File: config.mk
export PLATFORM = sky130hd
export DESIGN_NAME = operand_gate_stage
export DESIGN_NICKNAME = d
export VERILOG_FILES = /design/src/rtl/opg_pkg.sv /design/src/rtl/opg_ctrl.sv /design/src/rtl/opg_datapath.sv /design/src/rtl/operand_gate_stage.sv
export SDC_FILE = /design/constraint.sdc
export NUM_CORES = 1
export LEC_CHECK = 0
export ABC_CLOCK_PERIOD_IN_PS = 2800
export BUFFER_PORTS_ARGS = -buffer_cell sky130_fd_sc_hd__buf_2
export CORE_ASPECT_RATIO = 0.9
export CORE_MARGIN = 5
export CORE_UTILIZATION = 55
export CTS_CLUSTER_DIAMETER = 200
export CTS_CLUSTER_SIZE = 28
export DETAILED_ROUTE_END_ITERATION = 12
export HOLD_SLACK_MARGIN = 0.1
export PLACE_DENSITY = 0.82
export SLEW_MARGIN = 20
export SYNTH_ARGS = -nofsm -noshare
export SYNTH_HDL_FRONTEND = slang
export SYNTH_SLANG_ARGS = --single-unit
File: constraint.sdc
create_clock -name clk -period 2.8 [get_ports clk]
set_clock_uncertainty 0.1 [all_clocks]
set_input_delay 0.14 -clock clk [delete_from_list [all_inputs] [get_ports clk]]
set_output_delay 0.14 -clock clk [all_outputs]
set_load 0.01 [all_outputs]
File: src/rtl/opg_pkg.sv
package opg_pkg;

  // Strobes sent from control to datapath each cycle
  typedef struct packed {
    logic loadEarly;   // capture the cone result
    logic loadWide;    // load the wide operand register
    logic advance;     // move the early bit to the output side
  } opgStrobes_t;

  // Controlling value of the output gate: 0 for AND/NAND, 1 for OR/NOR
  function automatic logic ctrlValue(input logic [1:0] gateSel);
    return gateSel[1];
  endfunction

  // Output level produced whenever an input carries the controlling value
  function automatic logic forcedLevel(input logic [1:0] gateSel);
    return gateSel[1] ^ gateSel[0];
  endfunction

endpackage

File: src/rtl/opg_ctrl.sv
module opg_ctrl
  import opg_pkg::*;
#(
  parameter logic [1:0] GATE_SEL = 2'b00,
  parameter int CNT_W = 16
) (
  input  logic        clk,
  input  logic        rst,
  input  logic        coneValid,
  input  logic        opValid,
  input  logic        y1Early,
  output opgStrobes_t strobes,
  output logic        resValid,
  output logic [CNT_W-1:0] holdCount
);

  localparam logic CTRL_VAL = ctrlValue(GATE_SEL);
  localparam logic [CNT_W-1:0] CNT_MAX = {CNT_W{1'b1}};

  logic heldBeat;

  assign heldBeat = opValid && (y1Early == CTRL_VAL);

  always_comb begin
    strobes.loadEarly = coneValid;
    strobes.loadWide  = opValid && !heldBeat;
    strobes.advance   = opValid;
  end

  always_ff @(posedge clk) begin
    if (rst) begin
      resValid <= 1'b0;
    end else begin
      resValid <= opValid;
    end
  end

  always_ff @(posedge clk) begin
    if (rst) begin
      holdCount <= '0;
    end else if (heldBeat && (holdCount != CNT_MAX)) begin
      holdCount <= holdCount + 1'b1;
    end
  end

endmodule

File: src/rtl/opg_datapath.sv
module opg_datapath
  import opg_pkg::*;
#(
  parameter logic [1:0] GATE_SEL = 2'b00,
  parameter int CONE_W = 4,
  parameter int NUM_FIELDS = 4,
  parameter int FIELD_W = 8,
  parameter int FIELD_RED = 0   // 0 XOR, 1 OR, 2 AND per field
) (
  input  logic                          clk,
  input  logic                          rst,
  input  opgStrobes_t                   strobes,
  input  logic [CONE_W-1:0]             coneIn,
  input  logic [NUM_FIELDS*FIELD_W-1:0] opIn,
  output logic                          y1Early,
  output logic                          y1Late,
  output logic                          resOut
);

  localparam int OP_W = NUM_FIELDS * FIELD_W;
  localparam logic IDLE_Y1 = ~ctrlValue(GATE_SEL);

  logic                  coneBit;
  logic [OP_W-1:0]       wideReg;
  logic [NUM_FIELDS-1:0] fieldBits;
  logic                  gateRaw;

  // Early cone: evaluated one cycle ahead of the wide operands
  assign coneBit = ^coneIn;

  always_ff @(posedge clk) begin
    if (rst) begin
      y1Early <= IDLE_Y1;
    end else if (strobes.loadEarly) begin
      y1Early <= coneBit;
    end
  end

  always_ff @(posedge clk) begin
    if (rst) begin
      y1Late <= IDLE_Y1;
    end else if (strobes.advance) begin
      y1Late <= y1Early;
    end
  end

  // Wide operand register: frozen while its contents are unobservable
  always_ff @(posedge clk) begin
    if (rst) begin
      wideReg <= '0;
    end else if (strobes.loadWide) begin
      wideReg <= opIn;
    end
  end

  // Wide block: one reduced bit per field
  for (genvar k = 0; k < NUM_FIELDS; k++) begin : g_field
    if (FIELD_RED == 1) begin : g_or
      assign fieldBits[k] = |wideReg[k*FIELD_W +: FIELD_W];
    end else if (FIELD_RED == 2) begin : g_and
      assign fieldBits[k] = &wideReg[k*FIELD_W +: FIELD_W];
    end else begin : g_xor
      assign fieldBits[k] = ^wideReg[k*FIELD_W +: FIELD_W];
    end
  end

  // Output gate
  if (GATE_SEL[1] == 1'b0) begin : g_andType
    assign gateRaw = y1Late & (&fieldBits);
  end else begin : g_orType
    assign gateRaw = y1Late | (|fieldBits);
  end

  assign resOut = gateRaw ^ GATE_SEL[0];

endmodule

File: src/rtl/operand_gate_stage.sv
module operand_gate_stage
  import opg_pkg::*;
#(
  parameter logic [1:0] GATE_SEL = 2'b00,
  parameter int CONE_W = 4,
  parameter int NUM_FIELDS = 4,
  parameter int FIELD_W = 8,
  parameter int FIELD_RED = 0,
  parameter int CNT_W = 16
) (
  input  logic                          clk,
  input  logic                          rst,
  input  logic                          coneValid,
  input  logic [CONE_W-1:0]             coneIn,
  input  logic                          opValid,
  input  logic [NUM_FIELDS*FIELD_W-1:0] opIn,
  output logic                          resOut,
  output logic                          resValid,
  output logic [CNT_W-1:0]              holdCount
);

  opgStrobes_t strobes;
  logic        y1Early;
  logic        y1Late;

  opg_ctrl #(
    .GATE_SEL (GATE_SEL),
    .CNT_W    (CNT_W)
  ) u_ctrl (
    .clk       (clk),
    .rst       (rst),
    .coneValid (coneValid),
    .opValid   (opValid),
    .y1Early   (y1Early),
    .strobes   (strobes),
    .resValid  (resValid),
    .holdCount (holdCount)
  );

  opg_datapath #(
    .GATE_SEL   (GATE_SEL),
    .CONE_W     (CONE_W),
    .NUM_FIELDS (NUM_FIELDS),
    .FIELD_W    (FIELD_W),
    .FIELD_RED  (FIELD_RED)
  ) u_dp (
    .clk     (clk),
    .rst     (rst),
    .strobes (strobes),
    .coneIn  (coneIn),
    .opIn    (opIn),
    .y1Early (y1Early),
    .y1Late  (y1Late),
    .resOut  (resOut)
  );

endmodule

==> results.sh <==
export IMPL_whs_ns=0.245
export IMPL_drc=0
export IMPL_worstRegToRegCells=4
export IMPL_regArea_mm2=0.00102
export IMPL_clock_sinks=51
export IMPL_synth_top_area_cell="dfxtp_1"
export IMPL_drt_vias_per_instance=5.14
export IMPL_slowest_stage="nor4_4"
export IMPL_path_class="flip-flop to flip-flop"
export IMPL_hold_path_startpoint="coneIn[1]"
export IMPL_track_usage_pct=20.4
export IMPL_vias=2127
export IMPL_first_global_vias=2083
export IMPL_drv_slew=0
export IMPL_outcome="completed"
export IMPL_area_growth_pct=31.9
export IMPL_ioPinCount=58
export IMPL_grt_pass1_wl_um=9130
export IMPL_final_instance_count_excl_fill=414
export IMPL_fp_dieH_um=71.5
export IMPL_setup_tns_ns=0
export IMPL_syn_inst=281
export IMPL_min_period_ns=2.12
export IMPL_grt_overflow_total=0
export IMPL_avgSynthCellArea_um2=8.22
export IMPL_ant_nets=0
export IMPL_num_rows=22
export IMPL_cts_buffers=5
export IMPL_synth_seq_area_share_pct=44.2
export IMPL_synth_nets=322
export IMPL_cp_max_fo=13
export IMPL_max_freq_mhz=471
export IMPL_r2r_start="u_ctrl.holdCount[8]"
export IMPL_min_to="u_dp.y1Early"
export IMPL_fillers=296
export IMPL_initial_core_util_pct=56.7
export IMPL_drtIter0Drc=140
export IMPL_die_w_um=78.3
export IMPL_cts_resized=0
export IMPL_clockBufferDepth=2
export IMPL_cts_tree="yes"
export IMPL_peakVddDrop_mv=0.364
export IMPL_max_slew_worst_pin_slew_ns=1.01
export IMPL_dieArea_mm2=0.00560
export IMPL_p_per_area_mw_per_mm2=494
export IMPL_synth_seq_cells=51
export IMPL_yosys_top_cells_area="dfxtp_1 44%, xnor2_1 15%, nand2_1 12%, a21oi_1 8.0%, nor2_1 3.1%"
export IMPL_cp_cell_sequence="nand4_1 -> nor4_4 -> a21oi_1 -> a221oi_1"
export IMPL_max_stage_delay_ns=0.68
export IMPL_hold_depth=5
export IMPL_arrival_ns=2.23
export IMPL_place_inst=372
export IMPL_port_buffers=57
export IMPL_end_kind="flip-flop"
export IMPL_dpl_hpwl_um=3420
export IMPL_cp_top_family="simple AND/OR/NAND/NOR gates"
export IMPL_worstSkewPairLatency_ns=0.31
export IMPL_cts_root_buf="clkbuf_8"
export IMPL_mostFrequentLayoutCells="71 x nand2_1, 57 x buf_2, 51 x dfxtp_1, 40 x xnor2_1, 37 x a21oi_1"
export IMPL_drive_above_1_share_pct=19.9
export IMPL_synthDistinctLibCells=30
export IMPL_gp_congestion=0.855
export IMPL_worstPathRequired_ns=2.90
export IMPL_antenna_found_initial=0
export IMPL_max_cap_viol_count=0
export IMPL_reg2reg_to="u_ctrl.holdCount[11]"
export IMPL_period_share_pct=75.9
export IMPL_dr_pass1_iters=4
export IMPL_antenna_cells=0
export IMPL_hold_viol_final=0
export IMPL_post_cts_buffers=0
export IMPL_start_kind="flip-flop"
export IMPL_grt_max_degree=52
export IMPL_cts_hold_buffers=34
export IMPL_yosysTopAreaCellShare_pct=44.2
export IMPL_nNetsFinal=406
export IMPL_wl_per_cell_um=13.2
export IMPL_syn_area_mm2=0.00231
export IMPL_placed_cell_area_mm2=0.00261
export IMPL_holdCritPathClass="input pin to flip-flop"
export IMPL_htreeDepth=2
export IMPL_final_area_mm2=0.00305
export IMPL_wl_um=5480
export IMPL_p_leak_nw=1.21
export IMPL_slew_headroom_pct=32.2
export IMPL_final_common_cell="nand2_1"
export IMPL_grt_setup_unrepaired="no"
export IMPL_finalSetupViolCount=0
export IMPL_r2r_setup_slack_ns=0.68
export IMPL_yosysWarningCount=0
export IMPL_cp_num_buf_inv=0
export IMPL_multi_input_area_mm2=0.00120
export IMPL_core_area_mm2=0.00407
export IMPL_clkTransAtPathRegs_ns=0.09
## where the power goes
group	internal [W]	leakage (nW)	total, W	switching, W
Clock	0.000202	0.0474	0.000454	0.000252
Sequential	0.000761	0.417	0.000785	0.0000243
Combinational	0.000140	0.747	0.000266	0.000126
Total	0.00110	1.21	0.00150	0.000402
## worst max path at each step
stage | startpoint | to | cells past startpoint | slack, ns
final | u_ctrl.holdCount[8] | u_ctrl.holdCount[11] | 4 | 0.68
after global routing | u_ctrl.holdCount[8] | u_ctrl.holdCount[11] | 4 | 0.50
after CTS | u_ctrl.holdCount[8] | u_ctrl.holdCount[11] | 4 | 0.71
after detailed placement | u_ctrl.holdCount[8] | u_ctrl.holdCount[11] | 4 | 0.72
after global placement | u_ctrl.holdCount[8] | u_ctrl.holdCount[0] | 5 | 0.83
after floorplan | u_ctrl.holdCount[3] | u_ctrl.holdCount[14] | 5 | 0.93
## flip-flops by register name (all words and copies together), names as in the netlist
signal / flops
u_dp.wideReg: 32
u_dp.y1Early: 1
u_ctrl.resValid: 1
u_ctrl.holdCount: 16
u_dp.y1Late: 1
## cells by family (layout without fill, tap and decap cells)
| logic type | after synthesis | count (layout) | share of synthesized area [%] |
|---|---|---|---|
| buf+inv | 22 | 107 | 3.68 |
| flops | 51 | 51 | 44.2 |
| simple gates | 113 | 113 | 21.7 |
| compound gates | 50 | 50 | 13.2 |
| xor+xnor | 43 | 43 | 16.3 |
| mux | 1 | 1 | 0.433 |
| fa+ha+maj | 1 | 1 | 0.541 |
## metrics by stage
step	total power, W	worst slack (ns)	utilization, %
finish	0.00150	0.676	74.8
global placement	0.00102	0.834	64.0
global route	0.00157	0.500	74.8
CTS	0.00151	0.706	74.8
detailed placement	0.00103	0.723	64.0
floorplan	0.000964	0.930	-
## metal layers
metal | GRT usage (%) | wire, um | vias up
met4 | 6.99 | 104 | 0
met2 | 36.2 | 2660 | 51
li1 | - | - | 1092
met5 | 0 | 0 | -
met3 | 4.90 | 285 | 12
met1 | 24.1 | 2420 | 972
## worst reg2reg max path, cell delays in order (launching register included)
cell	delay, ns
dfxtp_1	0.43
nand4_1	0.21
nor4_4	0.68
a21oi_1	0.27
a221oi_1	0.33
## cells in the mapped netlist (all sizes together)
master	count
nand2	71
clkbuf	14
or4	1
and2	1
nand4	4
nand3	5
a21oi	37
a21o	2
a2111oi	2
nor3	3
xnor2	40
nor4	2
a211oi	7
mux2i	1
and4	1
nand2b	2
ha	1
xor2	3
inv	6
and3	2
dfxtp	51
buf	2
or2	1
a221oi	1
a31oi	1
nor2	19
or3	1
## cell type report
type | instances | share of cell area (%)
clock buffers | 6 | 2.71
repair buffers | 93 | 21.0
multi-input cells | 208 | 39.5
clock inverters | 2 | 0.534
inverters | 6 | 0.739
flip-flops and latches | 51 | 33.5
well taps | 48 | 1.97
Note: power is estimated with default switching activity, not from simulation.
